### src/rtl/fcsr_pkg.sv
package fcsr_pkg;
    localparam int WORD_W    = 32;
    localparam int RM_LSB    = 0;
    localparam int RM_W      = 2;
    localparam int FLAG_LSB  = 2;
    localparam int EXC_W     = 5;
    localparam int EN_LSB    = FLAG_LSB + EXC_W;
    localparam int CAUSE_LSB = EN_LSB + EXC_W;
    localparam int CAUSE_W   = EXC_W + 1;
    localparam int SPARE_LSB = CAUSE_LSB + CAUSE_W;
    localparam int CC0_POS   = 23;
    localparam int SPARE_W   = CC0_POS - SPARE_LSB;
    localparam int FZ_POS    = 24;
    localparam int CCHI_LSB  = 25;
    localparam int NUM_CC    = WORD_W - CCHI_LSB + 1;

    typedef enum logic [1:0] {
        WR_WORD   = 2'd0,
        WR_CAUSE  = 2'd1,
        WR_ENABLE = 2'd2,
        WR_FLAGS  = 2'd3
    } wr_sel_e;
endpackage

### src/rtl/fcsr_cc_bank.sv
module fcsr_cc_bank #(
    parameter int NCC = 8,
    localparam int IW = $clog2(NCC)
) (
    input  logic           clk,
    input  logic           rst_n,
    input  logic           load,
    input  logic [NCC-1:0] load_val,
    input  logic           set_i,
    input  logic           clr_i,
    input  logic [IW-1:0]  idx,
    output logic [NCC-1:0] cc_q
);
    for (genvar i = 0; i < NCC; i++) begin : g_cc
        logic hit;
        assign hit = (idx == IW'(i));
        always_ff @(posedge clk) begin
            if (!rst_n)               cc_q[i] <= 1'b0;
            else if (set_i && hit)    cc_q[i] <= 1'b1;
            else if (clr_i && hit)    cc_q[i] <= 1'b0;
            else if (load)            cc_q[i] <= load_val[i];
        end
    end
endmodule

### src/rtl/fcsr_exc_fields.sv
module fcsr_exc_fields #(
    parameter int EW = 5,
    localparam int CW = EW + 1
) (
    input  logic          clk,
    input  logic          rst_n,
    input  logic          ld_cause,
    input  logic          ld_en,
    input  logic          ld_flag,
    input  logic [CW-1:0] wr_cause,
    input  logic [EW-1:0] wr_en,
    input  logic [EW-1:0] wr_flag,
    input  logic          rpt_valid,
    input  logic [CW-1:0] rpt_bits,
    output logic [CW-1:0] cause_q,
    output logic [EW-1:0] en_q,
    output logic [EW-1:0] flag_q,
    output logic          trap
);
    logic [EW-1:0] en_next;
    logic [EW-1:0] flag_base;
    logic          rpt_traps;

    always_comb begin
        en_next   = ld_en ? wr_en : en_q;
        flag_base = ld_flag ? wr_flag : flag_q;
        rpt_traps = rpt_bits[EW] | (|(rpt_bits[EW-1:0] & en_next));
    end

    always_ff @(posedge clk) begin
        if (!rst_n) begin
            cause_q <= '0;
            en_q    <= '0;
            flag_q  <= '0;
        end else begin
            en_q <= en_next;
            if (rpt_valid)     cause_q <= rpt_bits;
            else if (ld_cause) cause_q <= wr_cause;
            if (rpt_valid && !rpt_traps) flag_q <= flag_base | rpt_bits[EW-1:0];
            else                         flag_q <= flag_base;
        end
    end

    assign trap = cause_q[EW] | (|(cause_q[EW-1:0] & en_q));
endmodule

### src/rtl/fcsr_unit.sv
module fcsr_unit
    import fcsr_pkg::*;
(
    input  logic              clk,
    input  logic              rst_n,
    input  logic              wr_valid,
    input  logic [1:0]        wr_sel,
    input  logic [WORD_W-1:0] wr_data,
    input  logic              rpt_valid,
    input  logic [CAUSE_W-1:0] rpt_bits,
    input  logic              cc_set,
    input  logic              cc_clr,
    input  logic [2:0]        cc_idx,
    output logic [WORD_W-1:0] rd_data,
    output logic [NUM_CC-1:0] cc_vec,
    output logic [RM_W-1:0]   round_mode,
    output logic              flush_zero,
    output logic              trap_req
);
    wr_sel_e sel;
    logic ld_word, ld_cause, ld_en, ld_flag;
    logic [RM_W-1:0]    rm_q;
    logic               fz_q;
    logic [SPARE_W-1:0] spare_q;
    logic [CAUSE_W-1:0] cause_q;
    logic [EXC_W-1:0]   en_q, flag_q;
    logic [NUM_CC-1:0]  cc_q, cc_wr;

    always_comb begin
        sel      = wr_sel_e'(wr_sel);
        ld_word  = wr_valid && (sel == WR_WORD);
        ld_cause = ld_word || (wr_valid && sel == WR_CAUSE);
        ld_en    = ld_word || (wr_valid && sel == WR_ENABLE);
        ld_flag  = ld_word || (wr_valid && sel == WR_FLAGS);
        cc_wr    = {wr_data[WORD_W-1:CCHI_LSB], wr_data[CC0_POS]};
    end

    always_ff @(posedge clk) begin
        if (!rst_n) begin
            rm_q    <= '0;
            fz_q    <= 1'b0;
            spare_q <= '0;
        end else if (ld_word) begin
            rm_q    <= wr_data[RM_LSB +: RM_W];
            fz_q    <= wr_data[FZ_POS];
            spare_q <= wr_data[SPARE_LSB +: SPARE_W];
        end
    end

    fcsr_cc_bank #(.NCC(NUM_CC)) u_cc (
        .clk(clk), .rst_n(rst_n), .load(ld_word), .load_val(cc_wr),
        .set_i(cc_set), .clr_i(cc_clr), .idx(cc_idx), .cc_q(cc_q)
    );

    fcsr_exc_fields #(.EW(EXC_W)) u_exc (
        .clk(clk), .rst_n(rst_n),
        .ld_cause(ld_cause), .ld_en(ld_en), .ld_flag(ld_flag),
        .wr_cause(wr_data[CAUSE_LSB +: CAUSE_W]),
        .wr_en(wr_data[EN_LSB +: EXC_W]),
        .wr_flag(wr_data[FLAG_LSB +: EXC_W]),
        .rpt_valid(rpt_valid), .rpt_bits(rpt_bits),
        .cause_q(cause_q), .en_q(en_q), .flag_q(flag_q), .trap(trap_req)
    );

    assign rd_data    = {cc_q[NUM_CC-1:1], fz_q, cc_q[0], spare_q,
                         cause_q, en_q, flag_q, rm_q};
    assign cc_vec     = cc_q;
    assign round_mode = rm_q;
    assign flush_zero = fz_q;
endmodule

### config.mk
export PLATFORM = sky130hd
export DESIGN_NAME = fcsr_unit
export DESIGN_NICKNAME = d
export VERILOG_FILES = /design/src/rtl/fcsr_pkg.sv /design/src/rtl/fcsr_cc_bank.sv /design/src/rtl/fcsr_exc_fields.sv /design/src/rtl/fcsr_unit.sv
export SDC_FILE = /design/constraint.sdc
export NUM_CORES = 1
export LEC_CHECK = 0
export ABC_AREA = 1
export BUFFER_PORTS_ARGS = -buffer_cell sky130_fd_sc_hd__buf_2
export CAP_MARGIN = 20
export CORE_UTILIZATION = 45
export CTS_BUF_LIST = sky130_fd_sc_hd__clkbuf_16
export DETAILED_ROUTE_END_ITERATION = 16
export GPL_TIMING_DRIVEN = 0
export PLACE_DENSITY = 0.81
export SLEW_MARGIN = 30
export SYNTH_ARGS = -nofsm -noshare
export SYNTH_HDL_FRONTEND = slang
export SYNTH_SLANG_ARGS = --single-unit
### constraint.sdc
create_clock -name clk -period 3.3 [get_ports clk]
set_clock_uncertainty 0.15 [all_clocks]
set_input_delay 0.33 -clock clk [delete_from_list [all_inputs] [get_ports clk]]
set_output_delay 0.33 -clock clk [all_outputs]
set_load 0.01 [all_outputs]
# == Word-level counts from Yosys, hierarchy flattened ==
# Cells that the tools add are included.
# word_totals
in_bits,49
out_inout_bits,44
word_cells,96
register_bits,32
# classes
n_eq_ne,10
n_reduce_logical,38
muxes,29
bitwise_logic,5
# op_table
operator,count
$mux 1,24
$reduce_bool 3->1,8
$logic_and 1x1->1,21
$mux 5,3
$eq 3x3->1 const B,4
$mux 6,2
$and 5x5->5,2
$reduce_or 5->1,2
$eq 3x2->1 const B,2
$or 5x5->5,1
$eq 2x2->1 const B,2
$eq 3x1->1 const B,1
$logic_not 3->1,1
$logic_or 1x1->1,3
$eq 2x1->1 const B,1
$logic_not 2->1,1
$or 1x1->1,2
$reduce_bool 2->1,1
$logic_not 1->1,1

# == Depth between registers and ports, before layout ==
# Gate-level depths: netlist of the first run.
# logic_depth
depth_word,10
ltp_mapped,8
ltp_nobuf,8

# == Modules after synthesis ==
# Synthesis of the first run repeated with hierarchy kept, for this count alone.
# hier_totals
cells_unflattened,276
area_unflattened_um2,1779.2
# modules_own_cells
mod,area_each_um2,instances,cells_per_inst
fcsr_exc_fields,817.0,1,124
fcsr_unit,498.0,1,72
fcsr_cc_bank,464.2,1,80

# == Worst setup path after synthesis of the first run ==
# OpenSTA, ideal clock, no wires.
# synth_path
path_kind,input-to-reg
startpoint,input port wr_valid
endpoint,register u_cc.cc_q[5]
setup_slack_ns,1.950
t_required_ns,3.019
setup_ns,0.131
cell_stages,7
arrival_ns,1.069
path_cell_list,buf_6 > nand3_4 > clkinv_2 > buf_6 > o21ai_1 > o21bai_1 > a21oi_2
# synth_via
elab_chain_cells,2
# synth_lines
element,line_no,source
start: declaration,fcsr_unit.sv:6,"input logic wr_valid,"
$logic_and 1x1->1,fcsr_unit.sv:31,ld_word = wr_valid && (sel == WR_WORD);
$reduce_bool 3->1 (no line),-,
end signal: indexed assignment,fcsr_cc_bank.sv:21,else if (load) cc_q[i] <= load_val[i];
end: declaration,fcsr_cc_bank.sv:12,output logic [NCC-1:0] cc_q
# No other way between the ends.
# A chain may end at the register's enable or synchronous reset.

# == Worst setup path after layout of the first run ==
# layout_path
startpoint,register u_exc.en_q[1]
endpoint,output port trap_req
# layout_via
elab_chain_cells,3
# layout_lines
element,line_no,source
start: declaration,fcsr_exc_fields.sv:16,"output logic [EW-1:0] en_q,"
start signal: assignment,fcsr_exc_fields.sv:36,en_q <= en_next;
$and 5x5->5,fcsr_exc_fields.sv:44,assign trap = cause_q[EW] | (|(cause_q[EW-1:0] & en_q));
$reduce_or 5->1,fcsr_exc_fields.sv:44,
$or 1x1->1,fcsr_exc_fields.sv:44,
end: declaration,fcsr_unit.sv:18,output logic trap_req
# No other way between the ends.

==> impl_metrics.py, run 1 <==
metrics = {
    "outcome": {
        "status": "completed",
    },
    "clock_tree": {
        "numCtsBuffers": 5,
        "htreeDepth": 2,
        "postCtsSetupBuffers": 0,
        "cts-resized-gates": 0,
        "cts_sinks": 32,
        "cts_tree": "built",
        "hold_buffers": 0,
        "clockBufferDepth": 2,
        "clkTransAtPathRegs_ns": 0.05,
        "cts_root_buffer": "clkbuf_16",
        "clk_latency_ns": 0.27,
    },
    "logic_synthesis": {
        "synth_top_area_cell": "dfxtp_1",
        "syn-cell-area_um2": 1650,
        "synth_commonest_cells": "dfxtp_1 (32), nand2_1 (27), inv_1 (26), o21ai_0 (25)",
        "synth_area_leaders": "dfxtp_1 (39%), o21ai_0 (7.6%), a21oi_1 (7.0%)",
        "synth-edff-count": 0,
        "postSynthAreaPerCell_um2": 7.18,
        "yosys.cell_types.count": 26,
        "synth_xor_area_share_pct": 0,
        "async_reset_ff_share_pct": 0,
        "synth_top_area_share_pct": 38.8,
        "synth.most_common_cell": "dfxtp_1",
        "synth_compound_area_share_pct": 21.0,
        "synth_warnings": 0,
        "synth_adder_area_share_pct": 0,
        "yosysSeqAreaShare_pct": 38.8,
        "muxShareOfSynthArea_pct": 0,
        "synthSimpleGateAreaFrac_pct": 24.5,
        "synth-main-ff-cell": "dfxtp_1",
        "synth_seq_cells": 32,
        "synth_top_family_by_area": "simple AND/OR/NAND/NOR gates",
        "syn-num-nets": 279,
        "syn_inst": 230,
    },
    "setup_path": {
        "required_ns": 2.82,
        "startpoint_type": "flop",
        "critPathKind": "reg2out",
        "reg2reg_depth": 7,
        "crit_arrival_ns": 1.17,
        "reg2reg_setup_slack_ns": 1.98,
        "worstSetupEndpointType": "primary output",
        "regToRegStartpoint": "u_exc.en_q[1]$_SDFF_PN0_",
        "critPathMaxFanout": 3,
        "r2r-end": "u_exc.flag_q[3]$_SDFF_PN0_",
    },
    "grt": {
        "track_usage_pct": 22.4,
        "antenna_found_initial": 0,
        "grt_pass1_wl_um": 6990,
        "grt_max_degree": 11,
        "grt_overflow": 0,
        "grt_pass1_vias": 1586,
    },
    "finish": {
        "n_antenna_cell": 0,
        "drive_gt1_share_pct": 36.5,
        "syn2layout_area_growth_pct": 39.1,
        "fillCellCount": 325,
        "final_nets": 371,
        "final_core_util_pct": 67.3,
    },
    "floorplan": {
        "io_pins": 93,
        "rows": 21,
        "dieHeight_um": 62.6,
        "die-area_um2": 3920,
        "die-width_um": 62.6,
        "initial_core_util_pct": 48.4,
        "core_area_um2": 3420,
    },
    "detailed_routing": {
        "drt-wirelength-per-cell_um": 11.6,
        "ant_nets": 0,
        "drc_errors": 0,
        "vias": 1843,
        "drtIter0Drc": 119,
        "dr.pass1.iters": 4,
        "viasPerCell": 4.99,
        "wl_um": 4280,
    },
    "min_path": {
        "holdPathStages": 3,
        "hold_class": "in2reg",
        "worstHoldStart": "wr_data[18]",
        "hold_end": "spare_q[0]$_SDFFE_PN0P_",
    },
    "sta": {
        "drv_slew": 0,
        "tightest_slew_ns": 0.505,
        "fmax_mhz": 607,
        "tns_ns": 0,
        "maxSlewHeadroom_pct": 66.4,
        "finalHoldViolCount": 0,
        "min_period_over_period_pct": 49.9,
        "timing.final.crit_period_ns": 1.65,
        "grt_setup_unrepaired": "no",
        "setup_viol": 0,
    },
    "placement": {
        "place_hpwl_um": 3260,
        "globalplace.congestion": 0.828,
        "io_buffers": 85,
    },
    "power": {
        "vdd.ir_drop.worst_mv": 0.305,
        "p_total_mw": 1.15,
        "leakage_nw": 1.21,
        "p_per_area_nw_per_um2": 500,
    },
    "run": {
        "cap_violations": 0,
    },
}
==> worst max path at each step <==
stage	startpoint	endpoint	slack, ns	cells after the start
after CTS	u_exc.en_q[1]$_SDFF_PN0_	trap_req	1.64	3
after global routing	u_exc.en_q[1]$_SDFF_PN0_	trap_req	1.57	3
after floorplan	wr_valid	u_cc.cc_q[5]$_SDFFE_PN0P_	1.95	7
after detailed placement	wr_sel[0]	u_cc.cc_q[4]$_SDFFE_PN0P_	1.70	8
after global placement	wr_sel[0]	u_cc.cc_q[5]$_SDFFE_PN0P_	1.73	8
final	u_exc.en_q[1]$_SDFF_PN0_	trap_req	1.65	3
==> worst max-delay path, cell delays in order (launching register included) <==
cell and delay [ns]:
dfxtp_1 0.33, a221oi_1 0.30, nand4_1 0.11, buf_2 0.16
==> stage by stage <==
| stage | instance area (um^2) | cells | hold WS (ns) | setup WS (ns) |
|---|---|---|---|---|
| floorplan | 1650 | 230 | 0.318 | 1.95 |
| finish | 2300 | 369 | 0.160 | 1.65 |
| detailed placement | 2130 | 361 | 0.319 | 1.70 |
| CTS | 2300 | 369 | 0.158 | 1.64 |
| global placement | 2130 | 361 | 0.308 | 1.73 |
| global route | 2300 | 369 | 0.185 | 1.57 |
==> logic make-up (layout without fill, tap and decap cells) <==
kind of cell,count (synthesis),after routing
flip-flops,32,32
buffers and inverters,52,145
AO/OA/AOI/OAI,62,62
AND/OR/NAND/NOR,84,84
==> routing by layer <==
metal,part of all wire (%),vias up,global-route usage [%]
met5,0,-,0
met4,1.1,0,5.81
met3,7.0,9,6.20
met2,48,80,39.4
met1,44,808,26.5
li1,-,946,-
==> layout make-up <==
cell class / instances / area [um^2] / area share, %
inverters: 29 / 110 / 4.79
clock buffers: 5 / 125 / 5.45
plain buffers: 23 / 149 / 6.48
well taps: 46 / 57.6 / 2.51
flip-flops and latches: 32 / 641 / 27.9
clock inverters: 3 / 37.5 / 1.63
multi-input cells: 146 / 752 / 32.7
repair buffers: 85 / 425 / 18.5
==> state kept, by name, summed over array words and instances (netlist names) <==
signal and cells:
u_cc.cc_q 8, u_exc.cause_q 6, spare_q 5, u_exc.en_q 5, u_exc.flag_q 5, round_mode 2
flush_zero 1
==> placed cells by master (no fill, tap or decap) <==
| master | netlist | final |
|---|---|---|
| o21ai_1 | 1 | 1 |
| clkinv_1 | 1 | 3 |
| a21oi_2 | 1 | 1 |
| a221oi_1 | 1 | 1 |
| nand3_4 | 1 | 1 |
| inv_1 | 26 | 26 |
| buf_6 | 2 | 2 |
| o21ai_0 | 25 | 25 |
| nor2_2 | 2 | 2 |
| nor2_1 | 23 | 23 |
| clkbuf_1 | 3 | 3 |
| nand3b_1 | 2 | 2 |
| dfxtp_1 | 32 | 32 |
| clkbuf_16 | 0 | 5 |
| bufinv_16 | 0 | 1 |
| inv_2 | 1 | 1 |
| buf_2 | 5 | 90 |
| buf_4 | 11 | 11 |
| clkinv_2 | 1 | 1 |
| a21oi_1 | 23 | 23 |
| nand2_4 | 1 | 1 |
| a31oi_1 | 1 | 1 |
| o21bai_1 | 8 | 8 |
| buf_1 | 2 | 2 |
| nand3_1 | 11 | 11 |
| nand2_1 | 27 | 27 |
| nand4_1 | 17 | 17 |
| o21ai_2 | 2 | 2 |
==> power breakdown <==
group | internal [mW] | switching (mW)
combinational | 0.0938 | 0.114
clock | 0.350 | 0.158
sequential | 0.415 | 0.0181
total | 0.859 | 0.289
(Power assumes the default switching activity.)
==> inputs of run 2 (changes only) <==
- CORE_UTILIZATION: 45 -> 40
- PLACE_DENSITY: 0.81 -> 0.76
- clock period: 3.3 -> 1.3 ns (I/O delays scaled with it)
==> run 2 against run 1 <==
The run now ends with hold timing, setup timing left. Largest power group is now sequential cells. Critical endpoint unchanged. Clock power increased by 110%. Critical path depth unchanged. Via count increased by 6.1%. Largest cell class unchanged. Highest routed layer unchanged. Global-route usage decreased by 0.48 points.
==> impl_metrics.py, run 2 (synthesized netlist as in run 1, its figures left out) <==
metrics = {
    "outcome": {
        "status": "finished with violations",
        "violations": "hold timing, setup timing",
    },
    "min_path": {
        "hold_class": "in2reg",
        "worstHoldStart": "wr_data[8]",
        "holdPathStages": 3,
        "hold_end": "u_exc.en_q[1]$_SDFF_PN0_",
    },
    "power": {
        "vdd.ir_drop.worst_mv": 0.647,
        "power.internal_mw": 2.04,
        "pwr-share-comb_pct": 21.8,
        "p_per_area_nw_per_um2": 1100,
        "p_sw_uw": 752,
        "clockPowerShare_pct": 38.6,
        "p_seq_share_pct": 39.5,
        "leakage_nw": 1.29,
        "sw_frac_of_total_pct": 27.0,
    },
    "setup_path": {
        "cpMaxStageDelayCell": "dfxtp_2",
        "worstSetupEndpointType": "primary output",
        "slowest_delay_ns": 0.32,
        "critPathMaxFanout": 2,
        "crit_arrival_ns": 1.14,
        "crit_chain": "a221oi_2, nand4_1, buf_2",
        "required_ns": 1.02,
        "r2r-end": "u_exc.flag_q[3]$_SDFF_PN0_",
        "reg2reg_setup_slack_ns": -0.03,
        "critPathKind": "reg2out",
        "regToRegStartpoint": "u_exc.en_q[1]$_SDFF_PN0_",
        "reg2reg_depth": 8,
        "startpoint_type": "flop",
    },
    "finish": {
        "fillCellCount": 331,
        "largest_reg_flops": 8,
        "final_nets": 391,
        "drive_gt1_share_pct": 39.7,
        "reg_top3": "u_cc.cc_q x8, u_exc.cause_q x6",
        "final_core_util_pct": 66.7,
        "layout_commonest_cell": "buf_2",
        "stdcell_count": 391,
        "fin_area_um2": 2530,
        "mostFrequentLayoutCells": "buf_2 (90), dfxtp_1 (29), nand2_1 (26), inv_1 (26), o21ai_0 (25)",
        "top_register": "u_cc.cc_q",
        "syn2layout_area_growth_pct": 53.4,
        "n_antenna_cell": 0,
    },
    "placement": {
        "place_hpwl_um": 3210,
        "post-place-cells": 363,
        "io_buffers": 85,
        "globalplace.congestion": 0.839,
        "dpl_cell_area_um2": 2140,
    },
    "grt": {
        "grt_overflow": 0,
        "grt_max_degree": 11,
        "grt_pass1_vias": 1677,
        "track_usage_pct": 21.9,
        "grt_pass1_wl_um": 7250,
        "antenna_found_initial": 0,
    },
    "sta": {
        "drv_slew": 0,
        "fmax_mhz": 702,
        "finalHoldViolCount": 1,
        "grt_setup_unrepaired": "yes",
        "final.setup.worst_slack_ns": -0.124,
        "tightest_slew_ns": 0.569,
        "min_period_over_period_pct": 110,
        "timing.final.crit_period_ns": 1.42,
        "holdWs_ns": -0.0274,
        "maxSlewHeadroom_pct": 62.1,
        "setup_viol": 6,
        "tns_ns": -0.225,
    },
    "clock_tree": {
        "clockBufferDepth": 2,
        "cts_tree": "built",
        "cts_root_buffer": "clkbuf_16",
        "cts_sinks": 32,
        "numCtsBuffers": 5,
        "clkTransAtPathRegs_ns": 0.05,
        "clk_latency_ns": 0.27,
        "htreeDepth": 2,
    },
    "detailed_routing": {
        "drt-wirelength-per-cell_um": 12.0,
        "drc_errors": 0,
        "viasPerCell": 5.00,
        "ant_nets": 0,
        "wl_um": 4710,
        "vias": 1956,
        "drtIter0Drc": 116,
        "dr.pass1.iters": 5,
    },
    "floorplan": {
        "die-width_um": 66.3,
        "dieHeight_um": 66.3,
        "io_pins": 93,
        "initial_core_util_pct": 43.5,
        "die-area_um2": 4390,
        "core_area_um2": 3800,
        "rows": 22,
    },
    "run": {
        "cap_violations": 0,
    },
}
## run 2: cell count changes in the layout (fill, tap and decap cells not counted), moves of 3 or more
cell,before,now
dfxtp_2,0,3
nand3_2,0,4
dlygate4sd3_1,0,17
dfxtp_1,32,29
nand3_1,11,7
a21oi_1,23,19
a21oi_2,1,5
## run 2: critical path, delay by kind of cell (launching register included)
family / cells / cell delay (ns)
DFF: 1 / 0.32
AOI/OAI and AO/OA: 1 / 0.26
buffers and inverters: 1 / 0.16
and+or+nand+nor: 1 / 0.13
## run 2: area by class of cell
class	count	area (um^2)	share of cell area, %
multi-input cells	146	808	31.9
flip-flops and latches	32	644	25.4
repair buffers	105	622	24.5
plain buffers	23	149	5.88
clock buffers	5	125	4.94
inverters	29	110	4.35
well taps	48	60.1	2.37
clock inverters	3	15.0	0.593
## run 2: through the flow
| step | setup WS, ns | power [mW] |
|---|---|---|
| finish | -0.124 | 2.79 |
| global route | -0.142 | 2.94 |
| CTS | -0.0969 | 2.78 |
| detailed placement | -0.0830 | 1.64 |
| global placement | -0.0766 | 1.63 |
| floorplan | 0.150 | 1.43 |
## run 2: worst max-delay path by stage
stage | startpoint | endpoint | slack, ns | cells past startpoint
2_1_floorplan | wr_valid | u_cc.cc_q[5]$_SDFFE_PN0P_ | 0.15 | 7
3_3_place_gp | wr_sel[0] | u_cc.cc_q[5]$_SDFFE_PN0P_ | -0.08 | 8
3_5_place_dp | wr_sel[0] | u_cc.cc_q[5]$_SDFFE_PN0P_ | -0.08 | 8
4_1_cts | u_exc.cause_q[1]$_SDFFE_PN0P_ | trap_req | -0.1 | 3
5_1_grt | u_exc.cause_q[1]$_SDFFE_PN0P_ | trap_req | -0.14 | 3
6_report | u_exc.cause_q[1]$_SDFFE_PN0P_ | trap_req | -0.12 | 3
## run 2: repair_timing
action	in CTS	in global routing
setup buffers	2	1
endpoints found under the hold margin	16	0
hold buffers	17	0
setup endpoints to repair	1	6
resized for setup	4	14
pin swaps	4	5
## run 2: power groups by stage
stage          sequential (mW)  clock [mW]  combinational, mW
2_1_floorplan             1.15           0              0.285
3_3_place_gp              1.12           0              0.517
3_5_place_dp              1.12           0              0.523
4_1_cts                   1.10        1.10              0.574
5_1_grt                   1.11        1.15              0.676
6_report                  1.10        1.08              0.608
## run 2: per-layer routing
layer  part of all wire [%]  up-vias  track usage [%]  wire, um
li1                       -      982                -         -
met1                     42      871             24.2      1980
met2                     50       97             39.7      2330
met3                    7.7        6             6.72       361
met4                   0.62        0             6.65        29
met5                      0        -                0         0
